[src/rtl/uart_iid_pkg.sv]
package uart_iid_pkg;

   typedef enum logic [2:0] {
      IID_NONE = 3'b000,
      IID_THRE = 3'b001,
      IID_RDA  = 3'b010,
      IID_RLS  = 3'b011,
      IID_CTI  = 3'b110
   } iid_code_e;

   typedef struct packed {
      logic rls;
      logic rda;
      logic cti;
      logic thre;
   } iid_src_t;

   localparam int unsigned MIN_REG_W = 10;
   localparam int unsigned AB_FLAGS  = 2;

endpackage

[src/rtl/uart_iid_src.sv]
module uart_iid_src
   import uart_iid_pkg::*;
#(
   parameter int unsigned N_ERR = 4
) (
   input  logic                clk,
   input  logic                rst_n,
   input  logic [N_ERR-1:0]    rls_err_i,
   input  logic                lsr_rd_i,
   input  logic                thre_i,
   input  logic                thr_wr_i,
   input  logic                thre_ack_i,
   input  logic [AB_FLAGS-1:0] ab_evt_i,
   input  logic [AB_FLAGS-1:0] ab_en_i,
   input  logic [AB_FLAGS-1:0] ab_clr_i,
   output logic                rls_pend_o,
   output logic                thre_pend_o,
   output logic [AB_FLAGS-1:0] ab_flag_o
);

   logic thre_q;
   logic thre_rise;

   assign thre_rise = thre_i & ~thre_q;

   always_ff @(posedge clk or negedge rst_n) begin
      if (!rst_n) begin
         rls_pend_o <= 1'b0;
      end else if (|rls_err_i) begin
         rls_pend_o <= 1'b1;
      end else if (lsr_rd_i) begin
         rls_pend_o <= 1'b0;
      end
   end

   always_ff @(posedge clk or negedge rst_n) begin
      if (!rst_n) begin
         thre_q      <= 1'b0;
         thre_pend_o <= 1'b0;
      end else begin
         thre_q <= thre_i;
         if (thre_rise) begin
            thre_pend_o <= 1'b1;
         end else if (thr_wr_i || thre_ack_i) begin
            thre_pend_o <= 1'b0;
         end
      end
   end

   for (genvar k = 0; k < AB_FLAGS; k++) begin : g_ab
      always_ff @(posedge clk or negedge rst_n) begin
         if (!rst_n) begin
            ab_flag_o[k] <= 1'b0;
         end else if (ab_evt_i[k] && ab_en_i[k]) begin
            ab_flag_o[k] <= 1'b1;
         end else if (ab_clr_i[k]) begin
            ab_flag_o[k] <= 1'b0;
         end
      end
   end

endmodule

[src/rtl/uart_iid_prio.sv]
module uart_iid_prio
   import uart_iid_pkg::*;
(
   input  iid_src_t  src_i,
   input  logic      en_rls_i,
   input  logic      en_rx_i,
   input  logic      en_thre_i,
   output iid_code_e code_o,
   output logic      pend_o
);

   iid_src_t act;

   always_comb begin
      act.rls  = src_i.rls  & en_rls_i;
      act.rda  = src_i.rda  & en_rx_i;
      act.cti  = src_i.cti  & en_rx_i;
      act.thre = src_i.thre & en_thre_i;
   end

   always_comb begin
      if (act.rls) begin
         code_o = IID_RLS;
      end else if (act.rda) begin
         code_o = IID_RDA;
      end else if (act.cti) begin
         code_o = IID_CTI;
      end else if (act.thre) begin
         code_o = IID_THRE;
      end else begin
         code_o = IID_NONE;
      end
   end

   assign pend_o = |act;

endmodule

[src/rtl/uart_iid_snap.sv]
module uart_iid_snap #(
   parameter int unsigned REG_W = 32
) (
   input  logic             clk,
   input  logic             rst_n,
   input  logic [REG_W-1:0] live_i,
   input  logic             rd_i,
   output logic [REG_W-1:0] word_o,
   output logic             rd_start_o
);

   localparam logic [REG_W-1:0] RST_WORD = REG_W'(1);

   logic rd_q;

   always_ff @(posedge clk or negedge rst_n) begin
      if (!rst_n) begin
         word_o <= RST_WORD;
         rd_q   <= 1'b0;
      end else begin
         rd_q <= rd_i;
         if (!rd_i) begin
            word_o <= live_i;
         end
      end
   end

   assign rd_start_o = rd_i & ~rd_q;

endmodule

[src/rtl/uart_iid_ident.sv]
module uart_iid_ident
   import uart_iid_pkg::*;
#(
   parameter int unsigned REG_W = 32,
   parameter int unsigned N_ERR = 4
) (
   input  logic             clk,
   input  logic             rst_n,
   input  logic [N_ERR-1:0] rls_err_i,
   input  logic             rda_i,
   input  logic             cti_i,
   input  logic             thre_i,
   input  logic             thr_wr_i,
   input  logic             abeo_evt_i,
   input  logic             abto_evt_i,
   input  logic             abeo_clr_i,
   input  logic             abto_clr_i,
   input  logic             ier_rls_i,
   input  logic             ier_rx_i,
   input  logic             ier_thre_i,
   input  logic             ier_abeo_i,
   input  logic             ier_abto_i,
   input  logic             fifo_en_i,
   input  logic             iir_rd_i,
   input  logic             lsr_rd_i,
   output logic [REG_W-1:0] iir_o,
   output logic             irq_o
);

   localparam int unsigned CODE_LSB = 1;
   localparam int unsigned FIFO_LSB = 6;
   localparam int unsigned AB_LSB   = 8;

   if (REG_W < MIN_REG_W) begin : g_bad_width
      $error("uart_iid_ident: REG_W must be at least %0d", MIN_REG_W);
   end
   if (N_ERR < 1) begin : g_bad_err
      $error("uart_iid_ident: N_ERR must be at least 1");
   end

   logic                rls_pend;
   logic                thre_pend;
   logic                thre_ack;
   logic                rd_start;
   logic                std_pend;
   logic [AB_FLAGS-1:0] ab_flag;
   iid_code_e           code;
   iid_src_t            src;
   logic [REG_W-1:0]    live;

   uart_iid_src #(.N_ERR(N_ERR)) src_i (
      .clk         (clk),
      .rst_n       (rst_n),
      .rls_err_i   (rls_err_i),
      .lsr_rd_i    (lsr_rd_i),
      .thre_i      (thre_i),
      .thr_wr_i    (thr_wr_i),
      .thre_ack_i  (thre_ack),
      .ab_evt_i    ({abto_evt_i, abeo_evt_i}),
      .ab_en_i     ({ier_abto_i, ier_abeo_i}),
      .ab_clr_i    ({abto_clr_i, abeo_clr_i}),
      .rls_pend_o  (rls_pend),
      .thre_pend_o (thre_pend),
      .ab_flag_o   (ab_flag)
   );

   always_comb begin
      src.rls  = rls_pend;
      src.rda  = rda_i;
      src.cti  = cti_i;
      src.thre = thre_pend;
   end

   uart_iid_prio prio_i (
      .src_i     (src),
      .en_rls_i  (ier_rls_i),
      .en_rx_i   (ier_rx_i),
      .en_thre_i (ier_thre_i),
      .code_o    (code),
      .pend_o    (std_pend)
   );

   always_comb begin
      live                              = '0;
      live[0]                           = ~std_pend;
      live[CODE_LSB +: 3]               = code;
      live[FIFO_LSB +: 2]               = {2{fifo_en_i}};
      live[AB_LSB +: AB_FLAGS]          = ab_flag;
   end

   uart_iid_snap #(.REG_W(REG_W)) snap_i (
      .clk        (clk),
      .rst_n      (rst_n),
      .live_i     (live),
      .rd_i       (iir_rd_i),
      .word_o     (iir_o),
      .rd_start_o (rd_start)
   );

   assign thre_ack = rd_start & ~iir_o[0] & (iir_o[CODE_LSB +: 3] == IID_THRE);
   assign irq_o    = std_pend | (|ab_flag);

endmodule

[config.mk]
export PLATFORM = sky130hd
export DESIGN_NAME = uart_iid_ident
export DESIGN_NICKNAME = d
export VERILOG_FILES = /design/src/rtl/uart_iid_pkg.sv /design/src/rtl/uart_iid_src.sv /design/src/rtl/uart_iid_prio.sv /design/src/rtl/uart_iid_snap.sv /design/src/rtl/uart_iid_ident.sv
export SDC_FILE = /design/constraint.sdc
export NUM_CORES = 1
export LEC_CHECK = 0
export ABC_AREA = 1
export BUFFER_PORTS_ARGS = -buffer_cell sky130_fd_sc_hd__buf_4
export CAP_MARGIN = 20
export CORE_MARGIN = 2
export CORE_UTILIZATION = 41
export CTS_BUF_LIST = sky130_fd_sc_hd__clkbuf_8
export DETAILED_ROUTE_END_ITERATION = 16
export PLACE_DENSITY = 0.81
export SLEW_MARGIN = 20
export SYNTH_ARGS = -nofsm -noshare
export SYNTH_HDL_FRONTEND = slang
export SYNTH_SLANG_ARGS = --single-unit
export TNS_END_PERCENT = 100
[constraint.sdc]
create_clock -name clk -period 1.05 [get_ports clk]
set_clock_uncertainty 0.15 [all_clocks]
set_input_delay 0.21 -clock clk [delete_from_list [all_inputs] [get_ports clk]]
set_output_delay 0.21 -clock clk [all_outputs]
set_load 0.05 [all_outputs]
After elaboration in Yosys (flattened, before gate mapping)
Cells that the tools add are included.
{ "classes": {"addsub": 0, "multipliers": 0, "div": 0, "magnitude_cmp": 0, "n_eq_ne": 1, "n_shift": 0, "n_mux": 12, "bitwise": 13, "n_reduce_logical": 10} }
{ "op_table": {"columns": ["operator", "count"], "rows": [
  ["$mux W1", 9],
  ["$mux W3", 3],
  ["$and A1 B1 Y1", 8],
  ["$reduce_bool A2 Y1", 4],
  ["$reduce_or A4 Y1", 2],
  ["$not A1 Y1", 4],
  ["$eq A3 B1 Y1 const B", 1],
  ["$logic_and A1 B1 Y1", 2],
  ["$reduce_or A2 Y1", 1],
  ["$logic_or A1 B1 Y1", 1],
  ["$or A1 B1 Y1", 1]
]} }
{ "word_totals": {"ff_bits": 14, "latchBits": 0, "ramBits": 0, "romBits": 0, "in_bits": 22, "output_inout_bits": 33, "elab_cells": 43, "memories": 0} }

Depth between registers and ports, before layout
{ "depth": {"word_depth": 7, "mapped_depth": 5, "mapped_depth_nobuf": 5} }

Modules after synthesis
A second synthesis with hierarchy kept.
{ "unflattened": {"hier_cells": 179, "hier_area_um2": 1596.5} }
{ "by_module_without_submodules": {"columns": ["module", "instances", "cells_per_inst", "area_each_um2", "seq_area_each_um2"], "rows": [
  ["uart_iid_snap", 1, 138, 1307.5, 827.0],
  ["uart_iid_src", 1, 21, 188.9, 125.1],
  ["uart_iid_prio", 1, 10, 53.8, 0.0],
  ["uart_iid_ident", 1, 10, 46.3, 0.0]
]} }

Worst setup path before layout
Ideal clock, no wire load.
{ "synth_timing": {"kind": "reg2out", "from": "reg src_i.rls_pend_o", "to": "out irq_o", "arrival_time_ns": 1.005, "required_time_ns": 0.690, "slack_ns": -0.315, "stages_incl_launch_ff": 5, "path_buffers": 0, "cell_sequence": "dfrtp_1 nand2_1 nand2_1 nor2_2 nand3_1"} }
{ "synth_via": {"elab_chain_cells": 3} }
{ "synth_lines": {"columns": ["item", "line", "text"], "rows": [
  ["from (decl)", "uart_iid_src.sv:16", "output logic rls_pend_o,"],
  ["from (signal assigned)", "uart_iid_src.sv:28", "rls_pend_o <= 1'b0;"],
  ["from (signal assigned)", "uart_iid_src.sv:30", "rls_pend_o <= 1'b1;"],
  ["from (signal assigned)", "uart_iid_src.sv:32", "rls_pend_o <= 1'b0;"],
  ["$and A1 B1 Y1", "uart_iid_prio.sv:15", "act.rls = src_i.rls & en_rls_i;"],
  ["$reduce_or A4 Y1", "uart_iid_prio.sv:35", "assign pend_o = |act;"],
  ["$or A1 B1 Y1", "uart_iid_ident.sv:101", "assign irq_o = std_pend | (|ab_flag);"],
  ["to (decl)", "uart_iid_ident.sv:27", "output logic irq_o"]
]} }
Every way passes these cells.

Worst setup path in the final report
{ "layout_timing": {"from": "reg src_i.thre_pend_o", "to": "out irq_o"} }
{ "layout_via": {"elab_chain_cells": 3} }
{ "layout_lines": {"columns": ["item", "line", "text"], "rows": [
  ["from (decl)", "uart_iid_src.sv:17", "output logic thre_pend_o,"],
  ["from (signal assigned)", "uart_iid_src.sv:39", "thre_pend_o <= 1'b0;"],
  ["from (signal assigned)", "uart_iid_src.sv:43", "thre_pend_o <= 1'b1;"],
  ["from (signal assigned)", "uart_iid_src.sv:45", "thre_pend_o <= 1'b0;"],
  ["$and A1 B1 Y1", "uart_iid_prio.sv:18", "act.thre = src_i.thre & en_thre_i;"],
  ["$reduce_or A4 Y1", "uart_iid_prio.sv:35", null],
  ["$or A1 B1 Y1", "uart_iid_ident.sv:101", null]
]} }
Every way passes these cells.

==> impl_metrics.json <==
{
  "synth_cells": 92,
  "power_frac_seq_pct": 35.3,
  "cts_buffer_depth": 2,
  "clkPwrFrac_pct": 27.3,
  "p_sw_mw": 0.626,
  "crit_slowest_cell": "dfrtp_1",
  "violations": "setup timing",
  "wl_per_cell_um": 9.63,
  "critical_path_class": "reg -> out",
  "p_sw_share_pct": 38.4,
  "post_synth_num_cell_types": 16,
  "n_fill_cell": 146,
  "drt-total-wl_mm": 1.54,
  "h-tree-depth": 1,
  "setup_viol": 10,
  "cp_max_fo": 2,
  "crit_top_cell": "nand2_2",
  "place_congestion": 0.790,
  "synth_edf_count": 0,
  "p_per_area_mw_per_mm2": 1430,
  "ys_ff_latch": 13,
  "die_y_um": 47.1,
  "vdd.ir_drop.worst_mv": 0.736,
  "nNetsFinal": 158,
  "clock.fmax_mhz": 670,
  "synth_most_common_cell": "buf_4",
  "synthTopCellsByCount": "buf_4 (25), nand2_1 (23), dfrtp_1 (12)",
  "grt_pass1_vias": 583,
  "synth_area_leader_cell": "dfrtp_1",
  "die_area_mm2": 0.00222,
  "antennaDiodeCount": 0,
  "area_delta_synth_final_pct": 49.1,
  "clk_pin_slew_ns": 0.06,
  "drc_errors": 0,
  "fin_cells": 160,
  "synth_top_area_share_pct": 39.4,
  "synth_area_leaders": "dfrtp_1 (39%), buf_4 (25%), nand2_1 (11%), dfstp_2 (3.4%), o21ai_0 (3.3%)",
  "grt_usage_pct": 16.2,
  "drt_iter0_markers": 4,
  "seq_area_frac_synth_pct": 42.9,
  "async_reset_ff_share_pct": 100,
  "grt_pass1_wl_mm": 2.37,
  "dr_total_vias": 641,
  "cp.required_ns": 0.69,
  "ioPinCount": 55,
  "fp-row-count": 15,
  "dp.cells": 150,
  "p_comb_share_pct": 37.4,
  "synth_ff_type": "dfrtp_1",
  "finalHoldViolCount": 0,
  "fin_crit_ns": 1.49,
  "ant_nets": 0,
  "worst-endpoint-arrival_ns": 1.13,
  "setup_slack_ns": -0.442,
  "antenna_found_initial": 0,
  "design.core.area_mm2": 0.00175,
  "fin_crit_sh_pct": 142,
  "cpPeakStageDelay_ns": 0.39,
  "start_kind": "flop",
  "synth.avg_cell_area_um2": 8.28,
  "end_kind": "primary output",
  "clock_sinks": 13,
  "grt_start_max_net_pins": 14,
  "numCtsBuffers": 3,
  "first_pass_iters": 4,
  "mappedNetlistArea_um2": 762,
  "io_buffers": 30,
  "p_int_mw": 1.00,
  "slew_viol_final": 0,
  "r2r_slack_ns": -0.03,
  "insertion_delay_ns": 0.25,
  "synth_warnings": 0,
  "cts_tree": "built",
  "pre_cts_slack_ns": -0.255,
  "die_w_um": 47.1,
  "start_util_pct": 43.7,
  "rsz0062_at_grt": "yes",
  "total_leakage_power_nw": 0.612,
  "hold_class": "in -> reg",
  "status": "complete, but fails checks",
  "crit_chain": "nand2_2 -> nand2_2 -> nor2_4 -> nand3_4 -> buf_8",
  "dp_hpwl_mm": 1.13,
  "drv_cap": 0,
  "drive_above_1_share_pct": 44.4,
  "grt_overflow": 0,
  "root_buffer": "clkbuf_8",
  "vias_per_cell": 4.01
}
==> state kept, by name (all words and copies together) (netlist names) <==
register and flops:
src_i.thre_q 1, snap_i.word_o 7, snap_i.rd_q 1, src_i.thre_pend_o 1, src_i.rls_pend_o 1, src_i.ab_flag_o 2
==> path summary, 6_finish.rpt <==
check                                                 end  cells after the start                     startpoint
hold reg to reg             src_i.thre_pend_o$_DFFE_PN0P_                      3         src_i.thre_q$_DFF_PN0_
hold / removal             src_i.ab_flag_o[0]$_DFFE_PN0P_                      2                     abeo_clr_i
setup / recovery                                    irq_o                      5  src_i.thre_pend_o$_DFFE_PN0P_
min in group asynchronous    snap_i.word_o[2]$_DFFE_PN0N_                      2                          rst_n
max in group asynchronous    snap_i.word_o[0]$_DFFE_PN1N_                      2                          rst_n
setup reg to reg            src_i.thre_pend_o$_DFFE_PN0P_                      5   snap_i.word_o[2]$_DFFE_PN0N_
==> layer usage <==
layer,global-route usage (%),vias up,wire length [um]
met5,0,-,0
met4,11.7,0,41
met3,4.62,7,131
met2,28.8,35,844
met1,16.1,282,523
li1,-,317,-
==> metrics by stage <==
stage	setup TNS [ns]	total power [mW]	util (%)	area, um2	hold WS (ns)
2_1_floorplan	-0.232	1.04	-	873	-0.236
3_3_place_gp	-0.228	1.11	55.5	968	-0.0904
3_5_place_dp	-0.268	1.11	55.5	968	-0.0879
4_1_cts	-1.60	1.62	64.0	1120	0.00337
5_1_grt	-1.83	1.70	65.1	1140	0.00834
6_report	-1.56	1.63	65.1	1140	0.00265
==> area by class of cell <==
| cell class | count | area, um2 | area share (%) |
|---|---|---|---|
| Inverter | 7 | 26.3 | 2.31 |
| Clock inverter | 1 | 3.75 | 0.330 |
| Tap cell | 25 | 31.3 | 2.75 |
| Clock buffer | 3 | 41.3 | 3.63 |
| Multi-Input combinational cell | 69 | 329 | 29.0 |
| Timing Repair Buffer | 42 | 373 | 32.8 |
| Sequential cell | 13 | 332 | 29.2 |
==> cell families (layout without fill, tap and decap cells) <==
family	Yosys count	after routing	synth area share [%]
AOI/OAI and AO/OA	8	8	6.57
and+or+nand+nor	37	37	20.5
other	1	24	0.492
DFF	13	13	42.9
buffers and inverters	33	53	29.6
==> repair_timing <==
action	4_1_cts	5_1_grt
resized for setup	17	3
hold buffers	2	0
endpoints found under the setup margin	10	13
setup buffers	3	1
endpoints found under the hold margin	14	0
pin swaps	3	3
gates cloned	0	0
==> power by group through the flow <==
stage	Combinational, mW	Sequential (mW)	Clock (mW)
floorplan	0.368	0.669	0
global placement	0.531	0.575	0
detailed placement	0.536	0.578	0
CTS	0.596	0.575	0.451
global route	0.648	0.580	0.473
finish	0.609	0.575	0.445
==> worst max-delay path: cells and delay by family (launching register included) <==
kind	cells	cell delay (ns)
buffers and inverters	1	0.15
flip-flops	1	0.39
AND/OR/NAND/NOR	4	0.34
==> placed cells by master, fill, tap and decap left out <==
cell,synthesis,layout
buf_4,25,30
conb_1,1,24
nand2_1,23,20
dfrtp_1,12,8
inv_1,6,7
buf_6,1,6
nand2_2,2,5
o21ai_0,5,5
nor2_1,6,5
buf_8,0,4
dfrtp_2,0,4
clkbuf_8,0,3
nor2_4,0,2
nand3_1,3,2
a21oi_2,2,2
dlygate4sd3_1,0,2
nand3_4,0,1
inv_2,1,1
nor2_2,2,1
nand3b_1,1,1
o211ai_1,1,1
dfstp_2,1,1
Power figures use the tool's default switching activity.
